`src/rtl/sfc_pkg.sv`:
```
package sfc_pkg;
  localparam int PC_W     = 11;
  localparam int CNT_W    = 8;
  localparam int UID_W    = 4;
  localparam int NUM_BOOL = 1 << UID_W;
  localparam int NUM_INT  = 4;
  localparam int INT_W    = 3 * CNT_W;
  localparam int WORD_W   = 32;

  typedef logic [PC_W-1:0]  pc_t;
  typedef logic [CNT_W-1:0] cnt_t;

  localparam logic [4:0] OPC_PASS     = 5'h10;
  localparam logic [4:0] OPC_STOP     = 5'h11;
  localparam logic [4:0] OPC_BR_COND  = 5'h12;
  localparam logic [4:0] OPC_BR_FLAG  = 5'h13;
  localparam logic [4:0] OPC_SUB      = 5'h14;
  localparam logic [4:0] OPC_SUB_FLAG = 5'h15;
  localparam logic [4:0] OPC_SUB_COND = 5'h16;
  localparam logic [4:0] OPC_SEL_FLAG = 5'h17;
  localparam logic [4:0] OPC_SEL_COND = 5'h18;
  localparam logic [4:0] OPC_REPEAT   = 5'h19;

  typedef enum logic [1:0] {CMB_ANY, CMB_ALL, CMB_X, CMB_Y} combine_e;

  typedef struct packed {
    logic [4:0]       op;
    logic [1:0]       mode;
    logic             refx;
    logic             refy;
    logic [UID_W-1:0] uid;
    pc_t              tgt;
    cnt_t             cnt;
  } instr_t;

  typedef struct packed {
    pc_t  stop_a;   // scope closes when the PC reaches this
    pc_t  back_a;   // continuation after the last pass
    pc_t  again_a;  // entry and restart address of the body
    cnt_t reps;     // passes still to run after the current one
    cnt_t step;     // added to the loop counter at each close
  } frame_t;

  function automatic pc_t pc_next(pc_t a);
    return a + pc_t'(1);
  endfunction

  function automatic pc_t pc_plus(pc_t a, cnt_t n);
    return a + {{(PC_W-CNT_W){1'b0}}, n};
  endfunction

  function automatic logic cond_hit(logic fx, logic fy, logic rx, logic ry, logic [1:0] mode);
    logic mx, my;
    mx = (fx == rx);
    my = (fy == ry);
    case (combine_e'(mode))
      CMB_ANY: return mx | my;
      CMB_ALL: return mx & my;
      CMB_X:   return mx;
      default: return my;
    endcase
  endfunction

  function automatic frame_t mk_frame(pc_t entry, pc_t stop, pc_t back, cnt_t reps, cnt_t step);
    frame_t f;
    f.again_a = entry;
    f.stop_a  = stop;
    f.back_a  = back;
    f.reps    = reps;
    f.step    = step;
    return f;
  endfunction
endpackage

```
`src/rtl/sfc_decode.sv`:
```
module sfc_decode import sfc_pkg::*; (
  input  logic [WORD_W-1:0]        word,
  input  pc_t                      pc,
  input  logic                     cond_x,
  input  logic                     cond_y,
  input  logic [NUM_BOOL-1:0]      bool_unif,
  input  logic [NUM_INT*INT_W-1:0] int_unif,
  output logic                     is_stop,
  output logic                     is_plain,
  output logic                     take_jump,
  output logic                     push_req,
  output logic                     lc_load,
  output cnt_t                     lc_val,
  output frame_t                   frame,
  output pc_t                      next_pc
);
  localparam int IDX_W = (NUM_INT > 1) ? $clog2(NUM_INT) : 1;

  instr_t            ins;
  logic              cond_ok;
  logic              flag_ok;
  logic              sel_ok;
  pc_t               pc1;
  logic [INT_W-1:0]  ibank [NUM_INT];
  logic [INT_W-1:0]  iu;

  for (genvar k = 0; k < NUM_INT; k++) begin : g_ibank
    assign ibank[k] = int_unif[k*INT_W +: INT_W];
  end

  assign ins     = instr_t'(word);
  assign pc1     = pc_next(pc);
  assign cond_ok = cond_hit(cond_x, cond_y, ins.refx, ins.refy, ins.mode);
  assign flag_ok = bool_unif[ins.uid];
  assign iu      = ibank[ins.uid[IDX_W-1:0]];
  assign sel_ok  = (ins.op == OPC_SEL_FLAG) ? flag_ok : cond_ok;
  assign lc_val  = iu[CNT_W +: CNT_W];

  always_comb begin
    is_stop   = 1'b0;
    is_plain  = 1'b0;
    take_jump = 1'b0;
    push_req  = 1'b0;
    lc_load   = 1'b0;
    next_pc   = pc1;
    frame     = mk_frame(ins.tgt, pc_plus(ins.tgt, ins.cnt), pc1, '0, '0);
    case (ins.op)
      OPC_STOP: is_stop = 1'b1;
      OPC_BR_COND: begin
        take_jump = cond_ok;
        if (cond_ok) next_pc = ins.tgt;
      end
      OPC_BR_FLAG: begin
        take_jump = flag_ok;
        if (flag_ok) next_pc = ins.tgt;
      end
      OPC_SUB:      push_req = 1'b1;
      OPC_SUB_FLAG: push_req = flag_ok;
      OPC_SUB_COND: push_req = cond_ok;
      OPC_SEL_FLAG, OPC_SEL_COND: begin
        push_req = 1'b1;
        if (sel_ok)
          frame = mk_frame(pc1, ins.tgt, pc_plus(ins.tgt, ins.cnt), '0, '0);
        else
          frame = mk_frame(ins.tgt, pc_plus(ins.tgt, ins.cnt),
                           pc_plus(ins.tgt, ins.cnt), '0, '0);
      end
      OPC_REPEAT: begin
        push_req = 1'b1;
        lc_load  = 1'b1;
        frame    = mk_frame(pc1, pc_next(ins.tgt), pc_next(ins.tgt),
                            iu[0 +: CNT_W], iu[2*CNT_W +: CNT_W]);
      end
      default: is_plain = 1'b1;
    endcase
  end
endmodule

```
`src/rtl/sfc_stack.sv`:
```
module sfc_stack import sfc_pkg::*; #(
  parameter int DEPTH = 8
) (
  input  logic   clk,
  input  logic   rst_n,
  input  logic   clear,
  input  logic   push,
  input  frame_t push_frame,
  input  logic   pop,
  input  logic   dec_top,
  output frame_t top_frame,
  output logic   empty,
  output logic   full
);
  localparam int SP_W = $clog2(DEPTH + 1);
  localparam int IX_W = (DEPTH > 1) ? $clog2(DEPTH) : 1;

  logic [SP_W-1:0] sp_q;
  logic [IX_W-1:0] top_ix;
  frame_t          slot_view [DEPTH];

  assign empty  = (sp_q == '0);
  assign full   = (sp_q == SP_W'(DEPTH));
  assign top_ix = IX_W'(sp_q - SP_W'(1));
  assign top_frame = empty ? '0 : slot_view[top_ix];

  always_ff @(posedge clk or negedge rst_n) begin
    if (!rst_n)       sp_q <= '0;
    else if (clear)   sp_q <= '0;
    else if (push)    sp_q <= sp_q + SP_W'(1);
    else if (pop)     sp_q <= sp_q - SP_W'(1);
  end

  for (genvar i = 0; i < DEPTH; i++) begin : g_slot
    frame_t slot_q;
    always_ff @(posedge clk or negedge rst_n) begin
      if (!rst_n)
        slot_q <= '0;
      else if (push && sp_q == SP_W'(i))
        slot_q <= push_frame;
      else if (dec_top && sp_q == SP_W'(i + 1))
        slot_q.reps <= slot_q.reps - cnt_t'(1);
    end
    assign slot_view[i] = slot_q;
  end

  // a close only ever acts on an open scope
  p_pop_nonempty_r10: assert property (@(posedge clk) disable iff (!rst_n)
    (pop || dec_top) |-> !empty);
  // one close removes exactly one scope
  p_pop_depth_r10: assert property (@(posedge clk) disable iff (!rst_n)
    (pop && !clear) |=> sp_q == $past(sp_q) - SP_W'(1));
  // the sequencer never pushes into a full stack
  p_push_room_r11: assert property (@(posedge clk) disable iff (!rst_n)
    push |-> !full);
endmodule

```
`src/rtl/sfc_sequencer.sv`:
```
module sfc_sequencer import sfc_pkg::*; #(
  parameter int STACK_DEPTH = 8
) (
  input  logic                     clk,
  input  logic                     rst_n,
  input  logic                     start,
  input  logic [PC_W-1:0]          main_pc,
  output logic [PC_W-1:0]          imem_addr,
  input  logic [WORD_W-1:0]        imem_data,
  input  logic                     cond_x,
  input  logic                     cond_y,
  input  logic [NUM_BOOL-1:0]      bool_unif,
  input  logic [NUM_INT*INT_W-1:0] int_unif,
  output logic [CNT_W-1:0]         loop_ctr,
  output logic                     running,
  output logic                     done,
  output logic                     stack_ovf
);
  pc_t    pc_q;
  logic   run_q;
  frame_t top;
  logic   st_empty, st_full;

  logic   is_stop, is_plain, take_jump, push_req, lc_load;
  cnt_t   lc_val;
  frame_t frame;
  pc_t    next_pc;

  // named events for the assertions
  logic   start_go, resolve, pop_now, dec_now, exec, push_go, push_blk, stop_now;

  sfc_decode u_dec (
    .word(imem_data), .pc(pc_q), .cond_x(cond_x), .cond_y(cond_y),
    .bool_unif(bool_unif), .int_unif(int_unif),
    .is_stop(is_stop), .is_plain(is_plain), .take_jump(take_jump),
    .push_req(push_req), .lc_load(lc_load), .lc_val(lc_val),
    .frame(frame), .next_pc(next_pc)
  );

  sfc_stack #(.DEPTH(STACK_DEPTH)) u_stack (
    .clk(clk), .rst_n(rst_n), .clear(start_go), .push(push_go),
    .push_frame(frame), .pop(pop_now), .dec_top(dec_now),
    .top_frame(top), .empty(st_empty), .full(st_full)
  );

  assign start_go = start && !run_q;
  assign resolve  = run_q && !st_empty && (pc_q == top.stop_a);
  assign pop_now  = resolve && (top.reps == '0);
  assign dec_now  = resolve && (top.reps != '0);
  assign exec     = run_q && !resolve;
  assign push_go  = exec && push_req && !st_full;
  assign push_blk = exec && push_req && st_full;
  assign stop_now = exec && is_stop;

  assign imem_addr = pc_q;
  assign running   = run_q;

  always_ff @(posedge clk or negedge rst_n) begin
    if (!rst_n) begin
      pc_q      <= '0;
      run_q     <= 1'b0;
      done      <= 1'b0;
      stack_ovf <= 1'b0;
      loop_ctr  <= '0;
    end else begin
      done <= 1'b0;
      if (start_go) begin
        pc_q      <= main_pc;
        run_q     <= 1'b1;
        stack_ovf <= 1'b0;
      end else if (resolve) begin
        loop_ctr <= loop_ctr + top.step;
        pc_q     <= pop_now ? top.back_a : top.again_a;
      end else if (stop_now) begin
        run_q <= 1'b0;
        done  <= 1'b1;
      end else if (push_go) begin
        pc_q <= frame.again_a;
        if (lc_load) loop_ctr <= lc_val;
      end else if (push_blk) begin
        stack_ovf <= 1'b1;
        pc_q      <= pc_next(pc_q);
      end else if (run_q) begin
        pc_q <= next_pc;
      end
    end
  end

  // idle without a launch leaves the loop counter alone
  p_idle_hold_r1: assert property (@(posedge clk) disable iff (!rst_n)
    (!run_q && !start) |=> $stable(loop_ctr));
  // plain words step the fetch address by one
  p_plain_step_r3: assert property (@(posedge clk) disable iff (!rst_n)
    (exec && is_plain) |=> imem_addr == pc_next($past(pc_q)));
  // done is a single-cycle pulse
  p_done_pulse_r4: assert property (@(posedge clk) disable iff (!rst_n)
    done |=> !done);
  // done only follows a running cycle that ended
  p_done_after_run_r4: assert property (@(posedge clk) disable iff (!rst_n)
    done |-> (!run_q && $past(run_q)));
  // a taken branch lands on the decoded target
  p_branch_land_r5: assert property (@(posedge clk) disable iff (!rst_n)
    (exec && take_jump) |=> imem_addr == $past(next_pc));
  // a close cycle never lets the word execute
  p_close_no_exec_r10: assert property (@(posedge clk) disable iff (!rst_n)
    resolve |=> run_q);
  // the overflow flag only clears on a launch
  p_ovf_sticky_r11: assert property (@(posedge clk) disable iff (!rst_n)
    (stack_ovf && !start_go) |=> stack_ovf);
  // a start while running keeps the program going
  p_start_ignored_r12: assert property (@(posedge clk) disable iff (!rst_n)
    (run_q && start && !stop_now) |=> run_q);
endmodule

```
`config.mk`:
```
export PLATFORM = sky130hd
export DESIGN_NAME = sfc_sequencer
export DESIGN_NICKNAME = d
export VERILOG_FILES = /design/src/rtl/sfc_pkg.sv /design/src/rtl/sfc_decode.sv /design/src/rtl/sfc_stack.sv /design/src/rtl/sfc_sequencer.sv
export SDC_FILE = /design/constraint.sdc
export NUM_CORES = 1
export LEC_CHECK = 0
export BUFFER_PORTS_ARGS = -buffer_cell sky130_fd_sc_hd__clkbuf_2
export CAP_MARGIN = 15
export CORE_UTILIZATION = 38
export DETAILED_ROUTE_END_ITERATION = 6
export GPL_TIMING_DRIVEN = 0
export PLACE_DENSITY = 0.61
export SETUP_SLACK_MARGIN = 0.4
export SLEW_MARGIN = 20
export SYNTH_ARGS = -nofsm -noshare
export SYNTH_HDL_FRONTEND = slang
export SYNTH_SLANG_ARGS = --single-unit
```
`constraint.sdc`:
```
create_clock -name clk -period 8.1 [get_ports clk]
set_input_delay 1.215 -clock clk [delete_from_list [all_inputs] [get_ports clk]]
set_output_delay 1.215 -clock clk [all_outputs]
set_load 0.01 [all_outputs]
```
# After elaboration in Yosys (flattened, before gate mapping)
# Cells that the tools add are included.
# totals
regBits,418
wordCells,209
out_inout_bits,22
inputBits,160
# op_classes
addsub,14
eq_ne,27
n_bitwise,5
reduce_logical,54
magnitude_cmp,3
muxes,60
# op_table
operator,n
2-to-1 mux 49 bit,4
2-to-1 mux 8 bit,20
binary-select mux 49 bit (select 3 bit),1
2-to-1 mux 11 bit,9
one-hot mux 49 bit (2 select lines),1
subtractor 8 x 1 -> 8 bit (second input constant),8
binary-select mux 24 bit (select 2 bit),1
2-to-1 mux 24 bit,2
equality test 5 bit (second input constant),9
logical AND 1 bit,26
nonzero test 2 bit,12
adder 11 x 1 -> 11 bit (second input constant),2
one-hot mux 11 bit (2 select lines),1
equality test 4 x 3 -> 1 bit (second input constant),4
2-to-1 mux 1 bit,15
2-to-1 mux 4 bit,3
adder 11 x 8 -> 11 bit,1
equality test 11 bit,1
adder 8 bit,1
equality test 4 x 2 -> 1 bit (second input constant),2
zero test 8 bit,1
!= test 2 bit (second input constant),4
AND reduction 4 bit,2
nonzero test 8 bit,1
other kinds (26),32

# Longest topological paths before layout
# logic_depth
word_depth,17
mapped_depth,31
ltp_nobuf,17

# By module
# A second synthesis with hierarchy kept.
# hier_totals
cells_unflattened,2140
hier_area_um2,23794.1
# modules_own_cells
module,cells_per_inst,area_per_inst_um2,instances,seq_area_each_um2
sfc_stack,1590,19118.3,1,9909.5
sfc_decode,276,2393.5,1,0.0
sfc_sequencer,274,2282.2,1,550.5

# Worst setup path before layout
# No wires, ideal clock.
# synth_timing
path_kind,register to register
from,register u_stack.sp_q[0]
to,register loop_ctr[7]
arrival_time_ns,6.883
required_ns,7.980
path_slack_ns,1.097
stages_incl_launch_ff,31
path_buffers,15
setup_ns,0.120
synth_period_minus_slack_ns,7.003
path_cell_list,dfrtp_1 > buf_2 > buf_6 > buf_6 > buf_6 > buf_2 > buf_2 > buf_2 > clkbuf_1 > inv_1 > ha_1 > buf_2 > buf_1 > buf_2 > buf_1 > buf_1 > clkbuf_1 > clkbuf_1 > mux4_2 > nand2_1 > a21oi_1 > ha_1 > a21o_1 > a21oi_1 > o21bai_1 > a21oi_1 > o21ai_0 > xor2_1 > nand2_1 > o22ai_1 > a31o_2
# synth_via
elab_chain_cells,14
elab_cells_between_ends,24
cone_classes,add/sub (2); eq/ne (3); mux (5); bitwise (1); reduce/logical (13)
# synth_rtl
item,line,text
"start, declared",sfc_stack.sv:18,logic [SP_W-1:0] sp_q;
"start signal, assigned",sfc_stack.sv:30,else if (push) sp_q <= sp_q + SP_W'(1);
"start signal, assigned",sfc_stack.sv:31,else if (pop) sp_q <= sp_q - SP_W'(1);
subtractor 4 x 1 -> 4 bit,sfc_stack.sv:24,assign top_ix = IX_W'(sp_q - SP_W'(1));
NOT 3 -> 4 bit (implied by the code),sfc_stack.sv:25,assign top_frame = empty ? '0 : slot_view[top_ix];
binary-select mux 49 bit (select 3 bit),sfc_stack.sv:25,
2-to-1 mux 49 bit (implied by the code) (2 in series),sfc_stack.sv:25,
2-to-1 mux 49 bit,sfc_stack.sv:25,
equality test 11 bit,sfc_sequencer.sv:47,assign resolve = run_q && !st_empty && (pc_q == top.stop_a);
logical AND 1 bit,sfc_sequencer.sv:47,
zero test 1 bit,sfc_sequencer.sv:50,assign exec = run_q && !resolve;
logical AND 1 bit,sfc_sequencer.sv:50,
logical AND 1 bit (2 in series),sfc_sequencer.sv:51,assign push_go = exec && push_req && !st_full;
nonzero test 2 bit (no source line),n/a,
AND reduction 4 bit (no source line),n/a,
"end signal, assigned",sfc_sequencer.sv:72,loop_ctr <= loop_ctr + top.step;
"end signal, assigned",sfc_sequencer.sv:79,if (lc_load) loop_ctr <= lc_val;
"end, declared",sfc_sequencer.sv:14,"output logic [CNT_W-1:0] loop_ctr,"
# Parallel ways exist; a longest one is shown, timed or not. The select of a mux whose other input is x is not followed.
# A chain may end at the register's enable or synchronous reset.

# Final worst setup path
# Same ends and word-level chain as after synthesis.

==> impl_metrics.py <==
metrics = {
    "clock_tree": {
        "cts_hold_buf": 0,
        "cts-root-buf": "clkbuf_16",
        "cts_made_buffers": 45,
        "clkLatencyLatePin_ps": 600,
        "cts_tree": "built",
        "h-tree-depth": 2,
        "clk_path_buf_depth": 3,
        "cts.clk_slew.worst_paths_ps": 60,
        "cts_sinks": 418,
    },
    "placed_design": {
        "place_ws_ps": -2640,
        "place_congestion": 0.950,
        "hpwlAfterDp_um": 56800,
        "placedCellCount": 3093,
        "placed_area_um2": 24000,
        "port_buffers": 175,
    },
    "worst_hold_path": {
        "hold_depth": 2,
        "hp-class": "flip-flop to flip-flop",
    },
    "worst_setup_path": {
        "start_kind": "flip-flop",
        "cpMaxStageDelayCell": "dfrtp_1",
        "critPathKind": "flip-flop to flip-flop",
        "worstPathArrival_ps": 8090,
        "cp-end-kind": "flip-flop",
        "worstPathMaxFanout": 10,
        "crit_top_cell": "buf_4",
        "crit_required_ps": 8590,
        "cpPeakStageDelay_ps": 430,
        "r2r_cells": 30,
    },
    "grt": {
        "grt_pass1_vias": 19000,
        "grt_pass1_wl_um": 119000,
        "grt_use_met1_pct": 35.9,
        "grt_overflow": 0,
        "grt_use_met2_pct": 42.2,
        "busiest_layer": "met2",
        "grt_max_degree": 82,
        "antenna_found_initial": 0,
        "grtUsageTotal_pct": 26.8,
        "use_met3_pct": 5.42,
    },
    "logic_synthesis": {
        "synth_warnings": 0,
        "synth-seq-cells": 418,
        "synth_most_common_cell": "nand2_1",
        "syn_nets": 2343,
        "syn-instance-count": 2152,
        "syn_area_um2": 21900,
        "synth_cell_type_count": 75,
        "postSynth.asyncResetShare_pct": 100,
        "synth_top_cells_by_count": "nand2_1 (419), dfrtp_1 (418), o21ai_0 (353), mux4_2 (115), nor2_1 (98)",
        "synth-main-ff-cell": "dfrtp_1",
        "synth_top_cell_area_share_pct": 47.7,
        "synth_enable_flop_cells": 0,
        "synth_area_leaders": "dfrtp_1 (48%), mux4_2 (12%), o21ai_0 (8.1%)",
        "ys_seq_area_share_pct": 47.7,
        "avgSynthCellArea_um2": 10.2,
        "synth_top_cell_by_area": "dfrtp_1",
    },
    "outcome": {
        "outcome": "finished clean",
    },
    "timing": {
        "fin_setup_tns_ps": 0,
        "fmax_ghz": 0.131,
        "setup-violations-final": 0,
        "final-hold-violation-count": 0,
        "whs_ps": 475,
        "finalCritPeriodShare_pct": 93.9,
        "finClkSkew_ps": 18.1,
        "worstMarginPinSlew_ps": 1200,
        "grt_setup_unrepaired": "yes",
        "timing.slew.headroom_pct": 20.2,
        "setup_slack_ps": 493,
        "slew_viol_final": 0,
        "fin_crit_ps": 7610,
    },
    "route": {
        "num_vias": 18900,
        "wl_per_cell_um": 24.6,
        "drt_iter0_markers": 1885,
        "ant_nets": 0,
        "drt_pass1_iterations": 7,
        "drt-total-wl_um": 78300,
        "drcViolationCount": 0,
        "viasPerCell": 5.93,
    },
    "floorplan": {
        "die_w_um": 242,
        "io_pins": 182,
        "die-area_um2": 58700,
        "core_area_um2": 56700,
        "rows": 87,
        "die-height_um": 242,
        "initial_utilization_pct": 38.7,
    },
    "power_and_ir_drop": {
        "peakVddDrop_mv": 0.168,
        "powerDensity_nw_per_um2": 356,
        "p_leak_nw": 11.2,
        "power_mw": 9.10,
    },
    "layout": {
        "regArea_um2": 10500,
        "drive_gt1_share_pct": 20.1,
        "fill_cells": 5370,
        "final_core_util_pct": 45.1,
        "fin_nets": 2582,
        "final_area_um2": 25600,
        "multi_input_area_um2": 10600,
        "layoutNonFillerInstCount": 3180,
        "synthToLayoutAreaGrowth_pct": 16.7,
    },
    "flow_run": {
        "maxCapViolCount": 0,
    },
}
## registers in the layout, indices dropped and copies added, names as in the netlist
signal and count:
u_stack.g_slot.slot_q 392, imem_addr 11, loop_ctr 8, u_stack.sp_q 4, done 1, running 1, stack_ovf 1
## cell usage in the layout, fill, tap and decap left out, drive strengths merged, types with 18 or more instances in the layout
cell type,instances
nand2,422
dfrtp,418
o21ai,361
clkbuf,334
mux4,115
nor2,99
buf,84
a21oi,72
xor2,55
mux2i,52
nand3,39
inv,38
xnor2,35
ha,29
nand4,28
nor3,27
a221oi,18
## report_power, final
| group | internal (mW) | leakage [nW] | total [mW] | switching, mW |
|---|---|---|---|---|
| Clock | 1.29 | 0.758 | 2.18 | 0.892 |
| Combinational | 1.45 | 5.05 | 3.60 | 2.15 |
| Sequential | 2.81 | 5.41 | 3.32 | 0.507 |
## worst max-delay path: cells and delay by family (launching register included)
kind            cells  cell delay [ps]
simple gates        2              190
compound gates      8             1400
flops               1              430
fa+ha+maj           2              520
xor+xnor            1              230
buf+inv            16             4320
mux                 1              330
## per-layer routing
metal,wire (µm),vias up
met4,3200,0
met2,36600,904
met5,0,-
li1,-,8145
met3,6880,181
met1,31700,9621
## what timing repair did
action	CTS	global route
gates resized for setup	22	9
setup endpoints to repair	417	33
setup buffers	0	0
pin swaps	0	0
## worst paths after layout
check | slack, ps | startpoint | to
setup / recovery | 490 | u_stack.sp_q[0] | loop_ctr[7]
hold / removal | 470 | u_stack.g_slot[7].slot_q[41] | u_stack.g_slot[7].slot_q[41]
setup reg to reg | 490 | u_stack.sp_q[0] | loop_ctr[7]
hold reg to reg | 470 | u_stack.g_slot[7].slot_q[41] | u_stack.g_slot[7].slot_q[41]
max in group asynchronous | 6150 | rst_n | u_stack.g_slot[6].slot_q[20]
min in group asynchronous | 680 | rst_n | u_stack.g_slot[3].slot_q[41]
## layout make-up
type | instances | area share (%)
timing repair buffer | 192 | 4.27
antenna | 1 | 0.00978
multi-input combinational | 1540 | 41.5
buffer | 157 | 3.09
inverter | 37 | 0.543
clock buffer | 70 | 5.36
tap | 756 | 3.70
clock inverter | 9 | 0.670
sequential | 418 | 40.9
## cell families (layout without fill, tap and decap cells)
logic type / after synthesis / count (layout) / share of synthesized area [%]
muxes: 175 / 175 / 14.6
other: 0 / 1 / 0
DFF: 418 / 418 / 47.7
adders and majority gates: 31 / 31 / 1.84
buffers and inverters: 194 / 465 / 4.03
AOI/OAI and AO/OA: 546 / 546 / 14.0
xor gates and xnor gates: 90 / 90 / 3.68
and+or+nand+nor: 698 / 698 / 14.2
Note: power is estimated with default switching activity, not from simulation.
